## src/rtl/adc_result_pkg.sv

```systemverilog
package adc_result_pkg;
  localparam int unsigned ADDR_W = 2;
  localparam logic [ADDR_W-1:0] A_RESULT = 2'd0;
  localparam logic [ADDR_W-1:0] A_CTRL   = 2'd1;
  localparam logic [ADDR_W-1:0] A_STATUS = 2'd2;

  localparam int unsigned CB_UNI = 0;
  localparam int unsigned CB_DF  = 1;
  localparam int unsigned CB_IE  = 2;
  localparam int unsigned CTRL_W = 3;

  localparam int unsigned SB_NEW = 0;
  localparam int unsigned SB_OVF = 1;

  typedef enum logic [1:0] {
    FMT_OFFSET = 2'd0,
    FMT_TWOS   = 2'd1,
    FMT_UNIPOL = 2'd2
  } fmt_e;
endpackage

```

## src/rtl/adc_rst_sync.sv

```systemverilog
module adc_rst_sync #(
  parameter int unsigned STAGES = 2
) (
  input  logic clk,
  input  logic rst_n,
  output logic rst_s
);
  logic [STAGES-1:0] chain_q;
  logic [STAGES-1:0] chain_d;

  always_comb begin
    chain_d = {chain_q[STAGES-2:0], 1'b1};
  end

  always_ff @(posedge clk or negedge rst_n) begin
    if (!rst_n) chain_q <= '0;
    else        chain_q <= chain_d;
  end

  assign rst_s = chain_q[STAGES-1];
endmodule

```

## src/rtl/adc_fmt_conv.sv

```systemverilog
module adc_fmt_conv
  import adc_result_pkg::*;
#(
  parameter int unsigned IN_W  = 24,
  parameter int unsigned OUT_W = 16
) (
  input  logic [IN_W-1:0]  din,
  input  fmt_e             fmt,
  output logic [OUT_W-1:0] dout
);
  localparam int unsigned LOW_W = IN_W - OUT_W - 1;

  logic [OUT_W-1:0] offs_w;
  logic [OUT_W-1:0] uni_w;
  logic [LOW_W-1:0] unused_low;

  assign offs_w     = din[IN_W-1 -: OUT_W];
  assign uni_w      = din[IN_W-1] ? din[IN_W-2 -: OUT_W] : '0;
  assign unused_low = din[LOW_W-1:0];

  always_comb begin
    unique case (fmt)
      FMT_TWOS:   dout = {~offs_w[OUT_W-1], offs_w[OUT_W-2:0]};
      FMT_UNIPOL: dout = uni_w;
      default:    dout = offs_w;
    endcase
  end
endmodule

```

## src/rtl/adc_flag_ctrl.sv

```systemverilog
module adc_flag_ctrl (
  input  logic clk,
  input  logic rst_s,
  input  logic set_new,
  input  logic clr_new,
  input  logic clr_ovf,
  output logic new_q,
  output logic ovf_q
);
  logic new_d;
  logic ovf_d;
  logic lost_w;

  assign lost_w = set_new & new_q & ~clr_new;

  always_comb begin
    new_d = new_q;
    if (set_new)      new_d = 1'b1;
    else if (clr_new) new_d = 1'b0;
    ovf_d = ovf_q;
    if (lost_w)       ovf_d = 1'b1;
    else if (clr_ovf) ovf_d = 1'b0;
  end

  always_ff @(posedge clk or negedge rst_s) begin
    if (!rst_s) begin
      new_q <= 1'b0;
      ovf_q <= 1'b0;
    end else begin
      new_q <= new_d;
      ovf_q <= ovf_d;
    end
  end

  assert_flag_set_R6: assert property (@(posedge clk) disable iff (!rst_s)
    set_new |=> new_q);
  assert_sim_keep_R8: assert property (@(posedge clk) disable iff (!rst_s)
    (set_new && clr_new) |=> new_q);
  assert_flag_clear_R7: assert property (@(posedge clk) disable iff (!rst_s)
    (clr_new && !set_new) |=> !new_q);
  assert_no_overflow_R9: assert property (@(posedge clk) disable iff (!rst_s)
    (set_new && new_q && !clr_new) |=> ovf_q);
endmodule

```

## src/rtl/adc_result_reg.sv

```systemverilog
module adc_result_reg
  import adc_result_pkg::*;
#(
  parameter int unsigned IN_W  = 24,
  parameter int unsigned OUT_W = 16
) (
  input  logic              clk,
  input  logic              rst_n,
  input  logic              filt_valid,
  input  logic [IN_W-1:0]   filt_data,
  input  logic [ADDR_W-1:0] bus_addr,
  input  logic              bus_wr,
  input  logic              bus_rd,
  input  logic [OUT_W-1:0]  bus_wdata,
  output logic [OUT_W-1:0]  bus_rdata,
  output logic              irq
);
  logic              rst_s;
  logic [OUT_W-1:0]  res_q;
  logic [OUT_W-1:0]  res_d;
  logic [OUT_W-1:0]  conv_w;
  logic [CTRL_W-1:0] ctrl_q;
  logic [CTRL_W-1:0] ctrl_d;
  logic              ctrl_en;
  logic              new_q;
  logic              ovf_q;
  logic              clr_new;
  logic              clr_ovf;
  logic              stat_wr;
  fmt_e              fmt_w;
  logic [OUT_W-1:CTRL_W] unused_wbits;

  assign unused_wbits = bus_wdata[OUT_W-1:CTRL_W];

  adc_rst_sync #(.STAGES(2)) i_sync (
    .clk   (clk),
    .rst_n (rst_n),
    .rst_s (rst_s)
  );

  always_comb begin
    if (ctrl_q[CB_UNI])     fmt_w = FMT_UNIPOL;
    else if (ctrl_q[CB_DF]) fmt_w = FMT_TWOS;
    else                    fmt_w = FMT_OFFSET;
  end

  adc_fmt_conv #(.IN_W(IN_W), .OUT_W(OUT_W)) i_conv (
    .din  (filt_data),
    .fmt  (fmt_w),
    .dout (conv_w)
  );

  assign ctrl_en = bus_wr && (bus_addr == A_CTRL);
  assign stat_wr = bus_wr && (bus_addr == A_STATUS);
  assign clr_new = (bus_rd && (bus_addr == A_RESULT)) || (stat_wr && bus_wdata[SB_NEW]);
  assign clr_ovf = stat_wr && bus_wdata[SB_OVF];

  always_comb begin
    res_d  = filt_valid ? conv_w : res_q;
    ctrl_d = ctrl_en ? bus_wdata[CTRL_W-1:0] : ctrl_q;
  end

  always_ff @(posedge clk or negedge rst_s) begin
    if (!rst_s) begin
      res_q  <= '0;
      ctrl_q <= '0;
    end else begin
      res_q  <= res_d;
      ctrl_q <= ctrl_d;
    end
  end

  adc_flag_ctrl i_flags (
    .clk     (clk),
    .rst_s   (rst_s),
    .set_new (filt_valid),
    .clr_new (clr_new),
    .clr_ovf (clr_ovf),
    .new_q   (new_q),
    .ovf_q   (ovf_q)
  );

  always_comb begin
    unique case (bus_addr)
      A_RESULT: bus_rdata = res_q;
      A_CTRL:   bus_rdata = {{(OUT_W-CTRL_W){1'b0}}, ctrl_q};
      A_STATUS: bus_rdata = {{(OUT_W-2){1'b0}}, ovf_q, new_q};
      default:  bus_rdata = '0;
    endcase
  end

  assign irq = new_q & ctrl_q[CB_IE];

  assert_hold_R2: assert property (@(posedge clk) disable iff (!rst_s)
    !filt_valid |=> $stable(res_q));
  assert_twos_sign_R4: assert property (@(posedge clk) disable iff (!rst_s)
    (filt_valid && !ctrl_q[CB_UNI] && ctrl_q[CB_DF])
      |=> (res_q[OUT_W-1] == !$past(filt_data[IN_W-1])));
  assert_uni_clamp_R5: assert property (@(posedge clk) disable iff (!rst_s)
    (filt_valid && ctrl_q[CB_UNI] && !filt_data[IN_W-1]) |=> (res_q == '0));
  assert_irq_gate_R10: assert property (@(posedge clk) disable iff (!rst_s)
    !ctrl_q[CB_IE] |-> !irq);
endmodule

```

## config.mk

```make
export PLATFORM = sky130hd
export DESIGN_NAME = adc_result_reg
export DESIGN_NICKNAME = d
export VERILOG_FILES = /design/src/rtl/adc_result_pkg.sv /design/src/rtl/adc_rst_sync.sv /design/src/rtl/adc_fmt_conv.sv /design/src/rtl/adc_flag_ctrl.sv /design/src/rtl/adc_result_reg.sv
export SDC_FILE = /design/constraint.sdc
export NUM_CORES = 1
export LEC_CHECK = 0
export BUFFER_PORTS_ARGS = -buffer_cell sky130_fd_sc_hd__buf_2
export CORE_AREA = 2 2 61 63
export CTS_CLUSTER_SIZE = 12
export DETAILED_ROUTE_END_ITERATION = 8
export DIE_AREA = 0 0 63 65
export HOLD_SLACK_MARGIN = 0.06
export PLACE_DENSITY = 0.79
export REMOVE_ABC_BUFFERS = 1
export SLEW_MARGIN = 15
export SYNTH_ARGS = -nofsm -noshare
export SYNTH_HDL_FRONTEND = slang
export SYNTH_SLANG_ARGS = --single-unit
```

## constraint.sdc

```tcl
create_clock -name clk -period 1.2 [get_ports clk]
set_input_delay 0.3 -clock clk [delete_from_list [all_inputs] [get_ports clk]]
set_output_delay 0.3 -clock clk [all_outputs]
set_load 0.02 [all_outputs]
```

# [Yosys cells after proc, flatten, opt, wreduce, memory -nomap -nowiden]
# Cells that the tools add are included.
[totals] regBits=23 input_bits=47 output_inout_bits=17 word_cells=32
[op_classes] n_eq_ne=4 muxes=9 bitwise_logic=5 reduce_logical=9
[op_table] cell="$pmux W16 S3" n=1
[op_table] cell="$pmux W16 S2" n=1
[op_table] cell="$mux W16" n=1
[op_table] cell="$logic_and A1 B1 Y1" n=5
[op_table] cell="$mux W1" n=5
[op_table] cell="$eq A2 B1 Y1 const B" n=2
[op_table] cell="$eq A2 B2 Y1 const B" n=2
[op_table] cell="$reduce_bool A2 Y1" n=2
[op_table] cell="$and A1 B1 Y1" n=3
[op_table] cell="$logic_not A2 Y1" n=1
[op_table] cell="$mux W2" n=1
[op_table] cell="$not A1 Y1" n=2
[op_table] cell="$logic_or A1 B1 Y1" n=1

# [Longest topological paths before layout]
# Gate-level depths: netlist (run 1).
[logic_depth] ltp_word=7 depth_mapped=5

# [By module]
# Synthesis (run 1) repeated with hierarchy kept, for this count alone.
[unflattened] hier_cells=108 area_unflattened_um2=1307.5
[by_module_without_submodules] module="adc_result_reg" n_inst=1 cells_each=70 area_each_um2=924.6 seq_area_each_um2=475.5
[by_module_without_submodules] module="adc_fmt_conv" n_inst=1 cells_each=29 area_each_um2=252.7 seq_area_each_um2=0.0
[by_module_without_submodules] module="adc_flag_ctrl" n_inst=1 cells_each=6 area_each_um2=76.3 seq_area_each_um2=50.0
[by_module_without_submodules] module="adc_rst_sync" n_inst=1 cells_each=3 area_each_um2=53.8 seq_area_each_um2=50.0

# [Least setup slack after synthesis (run 1)]
# No wires, ideal clock.
[synth_timing] kind="flip-flop to output port" startpoint="register ctrl_q[0]" endpoint="output port bus_rdata[0]" arrival_ns=1.142 t_required_ns=0.900 path_slack_ns=-0.242 stages_incl_launch_ff=4 path_buffers=1 path_cell_list="dfrtp_1 clkbuf_4 mux2i_1 o21ai_0"
[synth_between] elab_chain_cells=1
[synth_rtl] item="start, declared" line_no="adc_result_reg.sv:22" rtl="logic [CTRL_W-1:0] ctrl_q;"
[synth_rtl] item="start signal, assigned" line_no="adc_result_reg.sv:69" rtl="ctrl_q <= ctrl_d;"
[synth_rtl] item="$pmux W16 S3" line_no="adc_result_reg.sv:84" rtl="unique case (bus_addr)"
[synth_rtl] item="end, declared" line_no="adc_result_reg.sv:15" rtl="output logic [OUT_W-1:0] bus_rdata,"
# Every way passes these cells.

# [Worst setup path after layout (run 1)]
[layout_timing] startpoint="register ctrl_q[1]" endpoint="output port bus_rdata[1]"
# Same word-level chain as after synthesis.

==> results of run 1 <==
[power by group]
part           leakage (nW)  total, mW  internal (mW)  switching, mW
combinational         0.547      0.813          0.408          0.405
clock                0.0139      0.372          0.127          0.244
sequential            0.263      0.934          0.882         0.0518
total                 0.824       2.12           1.42          0.701
[sequential cells by signal (all words and copies together) (netlist names)]
name / cells
i_sync.chain_q: 2
res_q: 16
i_flags.new_q: 1
i_flags.ovf_q: 1
ctrl_q: 3
[routing by layer]
metal / GRT usage [%] / up-vias / routed length [um]
li1: - / 542 / -
met1: 15.4 / 511 / 1180
met2: 27.0 / 29 / 1630
met3: 3.65 / 2 / 122
met4: 2.50 / 0 / 15
met5: 0 / - / 0
[final cells by class]
| class | count | area, um^2 | area share (%) |
|---|---|---|---|
| well taps | 48 | 60.1 | 3.32 |
| clock buffers | 3 | 22.5 | 1.25 |
| flip-flops and latches | 23 | 576 | 31.9 |
| repair buffers | 58 | 370 | 20.5 |
| multi-input cells | 98 | 771 | 42.7 |
| clock inverters | 1 | 7.51 | 0.416 |
[what timing repair did]
item | in CTS | in global routing
hold endpoints to repair | 2 | 0
gates cloned | 0 | 1
endpoints found under the setup margin | 17 | 33
pin swaps | 1 | 7
hold buffers | 1 | 0
setup buffers | 3 | 0
gates resized for setup | 8 | 18
[cell usage after synthesis]
cell type,instances,area share (%)
dfrtp_1,23,44
a21oi_2,20,13
nor2_1,18,5.1
and2_1,15,7.1
a21oi_1,11,4.2
and2b_2,9,6.0
nor2b_1,4,1.9
mux2_2,3,2.6
mux2i_1,3,2.3
and2b_1,2,1.1
buf_2,2,0.76
clkbuf_1,2,0.57
nand2_1,2,0.57
o21ai_0,2,0.76
a21o_1,1,0.57
a2bb2oi_1,1,0.67
a32o_1,1,0.76
a32oi_1,1,0.67
buf_12,1,1.5
buf_4,1,0.57
buf_6,1,0.86
clkbuf_4,1,0.57
conb_1,1,0.29
dlymetal6s2s_1,1,0.95
nand3_1,1,0.38
nand3b_1,1,0.57
nor2b_2,1,0.67
xnor2_1,1,0.67
[through the flow]
step / worst slack [ns] / power [mW] / hold slack, ns / util, % / cells
final: -0.198 / 2.12 / 0.203 / 51.7 / 231
after global placement: -0.145 / 1.58 / 0.0850 / 45.7 / 222
after CTS: -0.226 / 2.02 / 0.192 / 48.2 / 230
after global routing: -0.296 / 2.26 / 0.189 / 51.7 / 231
after detailed placement: -0.148 / 1.59 / 0.0863 / 45.7 / 222
after floorplan: -0.254 / 1.35 / 0.00441 / - / 121
[logic make-up after synthesis]
kind of cell    Yosys count  share of synthesized area, %
other cells               1                         0.286
simple gates             53                          23.5
compound gates           37                          21.0
xor+xnor                  1                         0.667
buf+inv                   9                          5.82
mux                       6                          4.86
flops                    23                          43.9
[how the worst min path moves through the flow]
stage | from | endpoint | slack, ns | depth (start not counted)
floorplan | rst_n | i_sync.chain_q[0] | 0.004 | 0
global placement | rst_n | i_sync.chain_q[0] | 0.09 | 1
detailed placement | rst_n | i_sync.chain_q[1] | 0.09 | 1
CTS | bus_wdata[2] | ctrl_q[2] | 0.19 | 2
global route | bus_wdata[1] | ctrl_q[1] | 0.19 | 2
finish | bus_wdata[2] | ctrl_q[2] | 0.20 | 2
==> flow_summary.ini, run 1 <==
[timing]
hold_viol_final = 0
achievable-frequency_mhz = 715
setup_viol = 18
rsz0062_at_grt = yes
tns_ns = -2.34
fin_crit_ns = 1.40
post-route-worst-setup-slack_ns = -0.198
finalCritPeriodShare_pct = 117
finalClockSkew_ns = 0.0114
slew_viol_final = 0

[synthesis]
ys.warnings.count = 0
ys_seq_area_share_pct = 43.9
synthesis.area_mm2 = 0.00131
avgSynthCellArea_um2 = 10.1
ys_types = 28
synthCells = 130
ys_seq_elements = 23

[drt]
drc = 0
antenna_left = 0
viasPerCell = 4.69
route.final.wire_length_mm = 2.95
route.vias.total = 1084
dr.pass1.iters = 6
wl_per_cell_um = 12.8
drt_iter0_markers = 33

[clock_network]
cts_sinks = 23
cts_tree = yes
cts_buffers = 3
cts.clk_slew.worst_paths_ns = 0.14
worst_skew_pair.late_latency_ns = 0.32
root_buffer = clkbuf_4
cts.path.max_buffers = 2
htreeDepth = 1

[floorplanning]
coreArea_mm2 = 0.00350
num_rows = 22
initial_core_util_pct = 37.5
die_h_um = 65
io_pins = 64
die_area_mm2 = 0.00410
die_w_um = 63

[job]
maxCapViolCount = 0

[cells_and_area]
layout_commonest_cell = buf_2
design_area_mm2 = 0.00181
fill_cells = 337
syn_to_final_growth_pct = 37.7
final_cell_mix = buf_2, dfrtp_1, nor2_1
drive_gt1_share_pct = 56.8
nNetsFinal = 231
antenna_cells = 0

[min_path]
worstHoldPathType = input port to flop

[global_routing]
grt_pass1_wl_mm = 4.49
grt_pass1_vias = 1042
grt_max_degree = 22
track_usage_pct = 14.0
antenna_found_initial = 0
overflow = 0

[outcome]
violations = negative setup slack
status = complete, but fails checks

[worst_setup_path]
cp-end-kind = output pin
cp.required_ns = 0.90
crit_cells = 3
path_cells = mux2i_1 -> o21ai_1 -> buf_2
worstPathArrival_ns = 1.10
critPathLaunchType = flop
r2r_cells = 5
max_stage_delay_ns = 0.41
crit_family = flip-flops
reg2reg_to = res_q[3]
cp_max_fo = 2
crit_path_end = bus_rdata[1]
crit_slowest_cell = dfrtp_1
r2r-start = ctrl_q[0]
regToRegSetupSlack_ns = -0.02
path_class = flop to output pin
startpoint = ctrl_q[1]
path_buf_inv = 1

[placement]
dpl_cell_area_mm2 = 0.00160
hpwl_mm = 2.07
port-buffer-count = 43
place.gp.congestion = 0.823

[power]
powerDensity_mw_per_mm2 = 1170
p_leak_nw = 0.824
irDropWorstVdd_mv = 0.847
(Power assumes the default switching activity.)
==> inputs of run 2 (changes only) <==
--- a/config.mk
+++ b/config.mk
@@ -6,13 +6,14 @@
 export NUM_CORES = 1
 export LEC_CHECK = 0
 export BUFFER_PORTS_ARGS = -buffer_cell sky130_fd_sc_hd__buf_2
-export CORE_AREA = 2 2 61 63
+export CORE_AREA = 2 2 68 57
 export CTS_CLUSTER_SIZE = 12
 export DETAILED_ROUTE_END_ITERATION = 8
-export DIE_AREA = 0 0 63 65
+export DIE_AREA = 0 0 70 59
 export HOLD_SLACK_MARGIN = 0.06
 export PLACE_DENSITY = 0.79
 export REMOVE_ABC_BUFFERS = 1
+export SKIP_CTS_REPAIR_TIMING = 1
 export SLEW_MARGIN = 15
 export SYNTH_ARGS = -nofsm -noshare
 export SYNTH_HDL_FRONTEND = slang
==> flow_summary.ini, run 2 (synthesis gave the netlist of run 1 again) <==
[floorplanning]
num_rows = 19
die_w_um = 70
io_pins = 64
coreArea_mm2 = 0.00338
initial_core_util_pct = 38.9
die_h_um = 59
die_area_mm2 = 0.00413

[placement]
hpwl_mm = 2.04
dpl_cell_area_mm2 = 0.00158
place.gp.congestion = 0.798
placed_cells = 215
port-buffer-count = 43

[power]
irDropWorstVdd_mv = 0.842
powerDensity_mw_per_mm2 = 1180
p_leak_nw = 0.905

[timing]
finalCritPeriodShare_pct = 116
setup_viol = 18
hold_viol_final = 0
finalClockSkew_ns = 0.00527
post-route-worst-setup-slack_ns = -0.190
slew_viol_final = 0
achievable-frequency_mhz = 720
fin_crit_ns = 1.39
rsz0062_at_grt = yes

[worst_setup_path]
worstPathArrival_ns = 1.09
startpoint = ctrl_q[1]
critPathLaunchType = flop
regToRegSetupSlack_ns = -0.01
reg2reg_to = res_q[2]
cp-end-kind = output pin
r2r_cells = 5
cp_max_fo = 2
path_class = flop to output pin
r2r-start = ctrl_q[0]
cp.required_ns = 0.90

[cells_and_area]
nNetsFinal = 240
multiInputGateArea_um2 = 746
largestRegisters = res_q (16), ctrl_q (3), i_sync.chain_q (2)
final_core_util_pct = 58.1
layoutNonFillerInstCount = 234
final_cell_mix = buf_2, a21oi_2, dfrtp_1
ff_latch_area_um2 = 576
syn_to_final_growth_pct = 49.5
top_register = res_q
fill_cells = 307
drive_gt1_share_pct = 65.1
largest_reg_flops = 16
antenna_cells = 0
design_area_mm2 = 0.00196
layout_commonest_cell = buf_2

[clock_network]
root_buffer = clkbuf_8
cts_tree = yes
htreeDepth = 1
cts_buffers = 3
cts.clk_slew.worst_paths_ns = 0.08
cts_sinks = 23
worst_skew_pair.late_latency_ns = 0.27
cts.path.max_buffers = 2

[drt]
antenna_left = 0
viasPerCell = 4.78
wl_per_cell_um = 13.5
drc = 0
route.vias.total = 1118
dr.pass1.iters = 5
drt_iter0_markers = 45
route.final.wire_length_mm = 3.17

[job]
maxCapViolCount = 0

[outcome]
status = complete, but fails checks
violations = negative setup slack

[global_routing]
overflow = 0
grt_max_degree = 35
antenna_found_initial = 0
grt_pass1_wl_mm = 4.50
grt_pass1_vias = 994
track_usage_pct = 13.7

[min_path]
worstHoldPathType = flop to asynchronous set/reset pin
==> run 2: changes by cell type in the layout (fill, tap and decap cells not counted), moves of 3 or more <==
cell      delta
clkbuf_4     -3
buf_2       -15
buf_6       +19
and2_1      -13
clkbuf_8     +3
buf_4        +5
and2_4      +13
a21oi_4      -8
a21oi_2      +8
==> run 2: through the flow <==
step / setup TNS, ns / hold slack, ns / worst slack (ns) / total power [mW]
after floorplan: -4.38 / 0.00441 / -0.254 / 1.35
after global placement: -1.82 / 0.0872 / -0.153 / 1.58
after detailed placement: -1.88 / 0.0863 / -0.159 / 1.60
after CTS: -2.36 / -0.204 / -0.212 / 2.06
after global routing: -1.77 / 0.244 / -0.221 / 2.44
final: -1.12 / 0.206 / -0.190 / 2.32
==> run 2: layer usage <==
layer  share of wire [%]  GRT usage, %
met5                   0             0
met4                0.44          1.65
met3                 4.0          3.74
met2                  50          23.7
met1                  45          18.1
==> run 2: report_power, final <==
part           total [mW]  switching, mW  internal [mW]
clock               0.477          0.245          0.232
combinational       0.893          0.404          0.489
sequential          0.948         0.0650          0.883
==> run 2: worst max-delay path by stage <==
stage | to | depth (start not counted)
global placement | bus_rdata[8] | 5
detailed placement | bus_rdata[15] | 5
CTS | bus_rdata[0] | 3
floorplan | res_q[0] | 3
global route | bus_rdata[1] | 3
finish | bus_rdata[1] | 3
==> run 2: final cells by class <==
class,count,share of cell area (%)
Clock inverter,1,0.255
Clock buffer,3,2.10
Multi-Input combinational cell,98,38.0
Timing Repair Buffer,67,27.6
Tap cell,42,2.68
Sequential cell,23,29.3
==> run 2: worst max-delay path, stage by stage (launching register included) <==
cell and delay, ns:
dfrtp_1 0.39, mux2i_1 0.16, o21ai_1 0.11, buf_2 0.17
==> inputs of run 3 (changes only) <==
--- a/config.mk
+++ b/config.mk
@@ -6,12 +6,14 @@
 export NUM_CORES = 1
 export LEC_CHECK = 0
 export BUFFER_PORTS_ARGS = -buffer_cell sky130_fd_sc_hd__buf_2
-export CORE_AREA = 2 2 68 57
+export CELL_PAD_IN_SITES_DETAIL_PLACEMENT = 1
+export CELL_PAD_IN_SITES_GLOBAL_PLACEMENT = 2
+export CORE_AREA = 2 2 88 73
 export CTS_CLUSTER_SIZE = 12
 export DETAILED_ROUTE_END_ITERATION = 8
-export DIE_AREA = 0 0 70 59
+export DIE_AREA = 0 0 90 75
 export HOLD_SLACK_MARGIN = 0.06
-export PLACE_DENSITY = 0.79
+export PLACE_DENSITY = 0.8
 export REMOVE_ABC_BUFFERS = 1
 export SKIP_CTS_REPAIR_TIMING = 1
 export SLEW_MARGIN = 15
==> flow_summary.ini, run 3 (synthesis gave the netlist of run 1 again) <==
[drt]
wirelength_met1_mm = 1.54
maxUsedRoutingLayer = met4
drc = 0
antenna_left = 0
route.final.wire_length_mm = 3.35
met3_length_um = 163
dr.pass1.iters = 4
wl_per_cell_um = 12.5
drt_iter0_markers = 28
viasPerCell = 4.07
route.vias.total = 1087
route.met2.wl_mm = 1.64

[cells_and_area]
final_cell_mix = buf_2, dfrtp_1, a21oi_2
syn_to_final_growth_pct = 44.9
antenna_cells = 0
design_area_mm2 = 0.00190
nNetsFinal = 234
top_register = res_q
largestRegisters = res_q (16), ctrl_q (3), i_sync.chain_q (2)
layout_commonest_cell = buf_2
drive_gt1_share_pct = 60.8
layoutNonFillerInstCount = 267
fill_cells = 691
largest_reg_flops = 16

[clock_network]
root_buffer = clkbuf_8
cts_tree = yes
htreeDepth = 1
cts.clk_slew.worst_paths_ns = 0.08
cts.path.max_buffers = 2
cts_sinks = 23
worst_skew_pair.late_latency_ns = 0.26
cts_buffers = 3

[placement]
place.gp.congestion = 0.709
hpwl_mm = 2.47
dpl_cell_area_mm2 = 0.00162
placed_cells = 254
port-buffer-count = 43

[worst_setup_path]
crit_slowest_cell = dfrtp_1
cp_max_fo = 4
path_class = flop to output pin
max_stage_delay_ns = 0.41
cp.required_ns = 0.90
critPathLaunchType = flop
path_cells = mux2i_1 -> o21ai_1 -> buf_2
worstPathArrival_ns = 1.09
cp-end-kind = output pin

[timing]
finalCritPeriodShare_pct = 116
fin_crit_ns = 1.39
achievable-frequency_mhz = 720
tns_ns = -0.988
post-route-worst-setup-slack_ns = -0.188
setup_viol = 17
finalClockSkew_ns = 0.00263
holdWs_ns = 0.218
rsz0062_at_grt = yes
slew_viol_final = 0
hold_viol_final = 0

[power]
power_switching_uw = 684
p_leak_nw = 0.861
internal-power_mw = 1.54
power.share.sequential_pct = 42.5
switching_share_pct = 30.7
irDropWorstVdd_mv = 0.470
powerDensity_mw_per_mm2 = 1170
p_comb_share_pct = 35.6
clkPwrFrac_pct = 21.8

[floorplanning]
die_h_um = 75
coreArea_mm2 = 0.00582
die_w_um = 90
die_area_mm2 = 0.00675
num_rows = 25
initial_core_util_pct = 22.6
io_pins = 64

[global_routing]
antenna_found_initial = 0
overflow = 0
grt_max_degree = 22
track_usage_pct = 10.1
grt_pass1_vias = 1162
grt_pass1_wl_mm = 5.42

[min_path]
worstHoldPathType = flop to asynchronous set/reset pin

[outcome]
violations = negative setup slack
status = complete, but fails checks

[job]
maxCapViolCount = 0
run 3: cell types whose count changed in the layout (fill, tap and decap cells not counted), sizes merged:
cell,previous run,this run
buf,66,60
run 3: routing by layer:
metal | up-vias | global-route usage, %
li1 | 542 | -
met1 | 522 | 12.4
met2 | 21 | 17.9
met3 | 2 | 3.60
met4 | 0 | 1.54
met5 | - | 0
run 3: final cells by class:
class,count,area [um^2],area share [%]
sequential,23,576,30.3
tap,81,101,5.33
multi-input combinational,98,709,37.3
clock inverter,1,5.00,0.263
clock buffer,3,41.3,2.17
timing repair buffer,61,469,24.7
run 3: worst paths after layout:
| kind | slack [ns] | end | startpoint | cells past startpoint |
|---|---|---|---|---|
| setup reg to reg | 0.08 | res_q[11] | ctrl_q[0] | 4 |
| max in group asynchronous | 0.76 | res_q[6] | i_sync.chain_q[1] | 1 |
| hold / removal | 0.22 | res_q[2] | i_sync.chain_q[1] | 1 |
| hold reg to reg | 0.22 | res_q[2] | i_sync.chain_q[1] | 1 |
| setup / recovery | -0.19 | bus_rdata[0] | ctrl_q[0] | 3 |
| min in group clk | 0.27 | ctrl_q[2] | bus_wdata[2] | 2 |
run 3: per-stage QoR:
step / util (%) / worst slack [ns] / total power, mW
after detailed placement: 27.8 / -0.204 / 1.60
after global routing: 32.7 / -0.275 / 2.38
after global placement: 27.8 / -0.174 / 1.59
after CTS: 28.6 / -0.238 / 2.11
final: 32.7 / -0.188 / 2.23
after floorplan: - / -0.254 / 1.35
run 3: worst max-delay path: cells and delay by family (launching register included):
family	cells	cell delay [ns]
flops	1	0.41
mux	1	0.17
buf+inv	1	0.16
compound gates	1	0.08
run 3: power groups by stage:
stage / registers, mW / clock network [mW] / logic, mW
5_1_grt: 0.960 / 0.553 / 0.869
3_5_place_dp: 0.959 / 0 / 0.646
3_3_place_gp: 0.954 / 0 / 0.635
4_1_cts: 0.943 / 0.519 / 0.648
2_1_floorplan: 0.963 / 0 / 0.390
6_report: 0.947 / 0.486 / 0.793
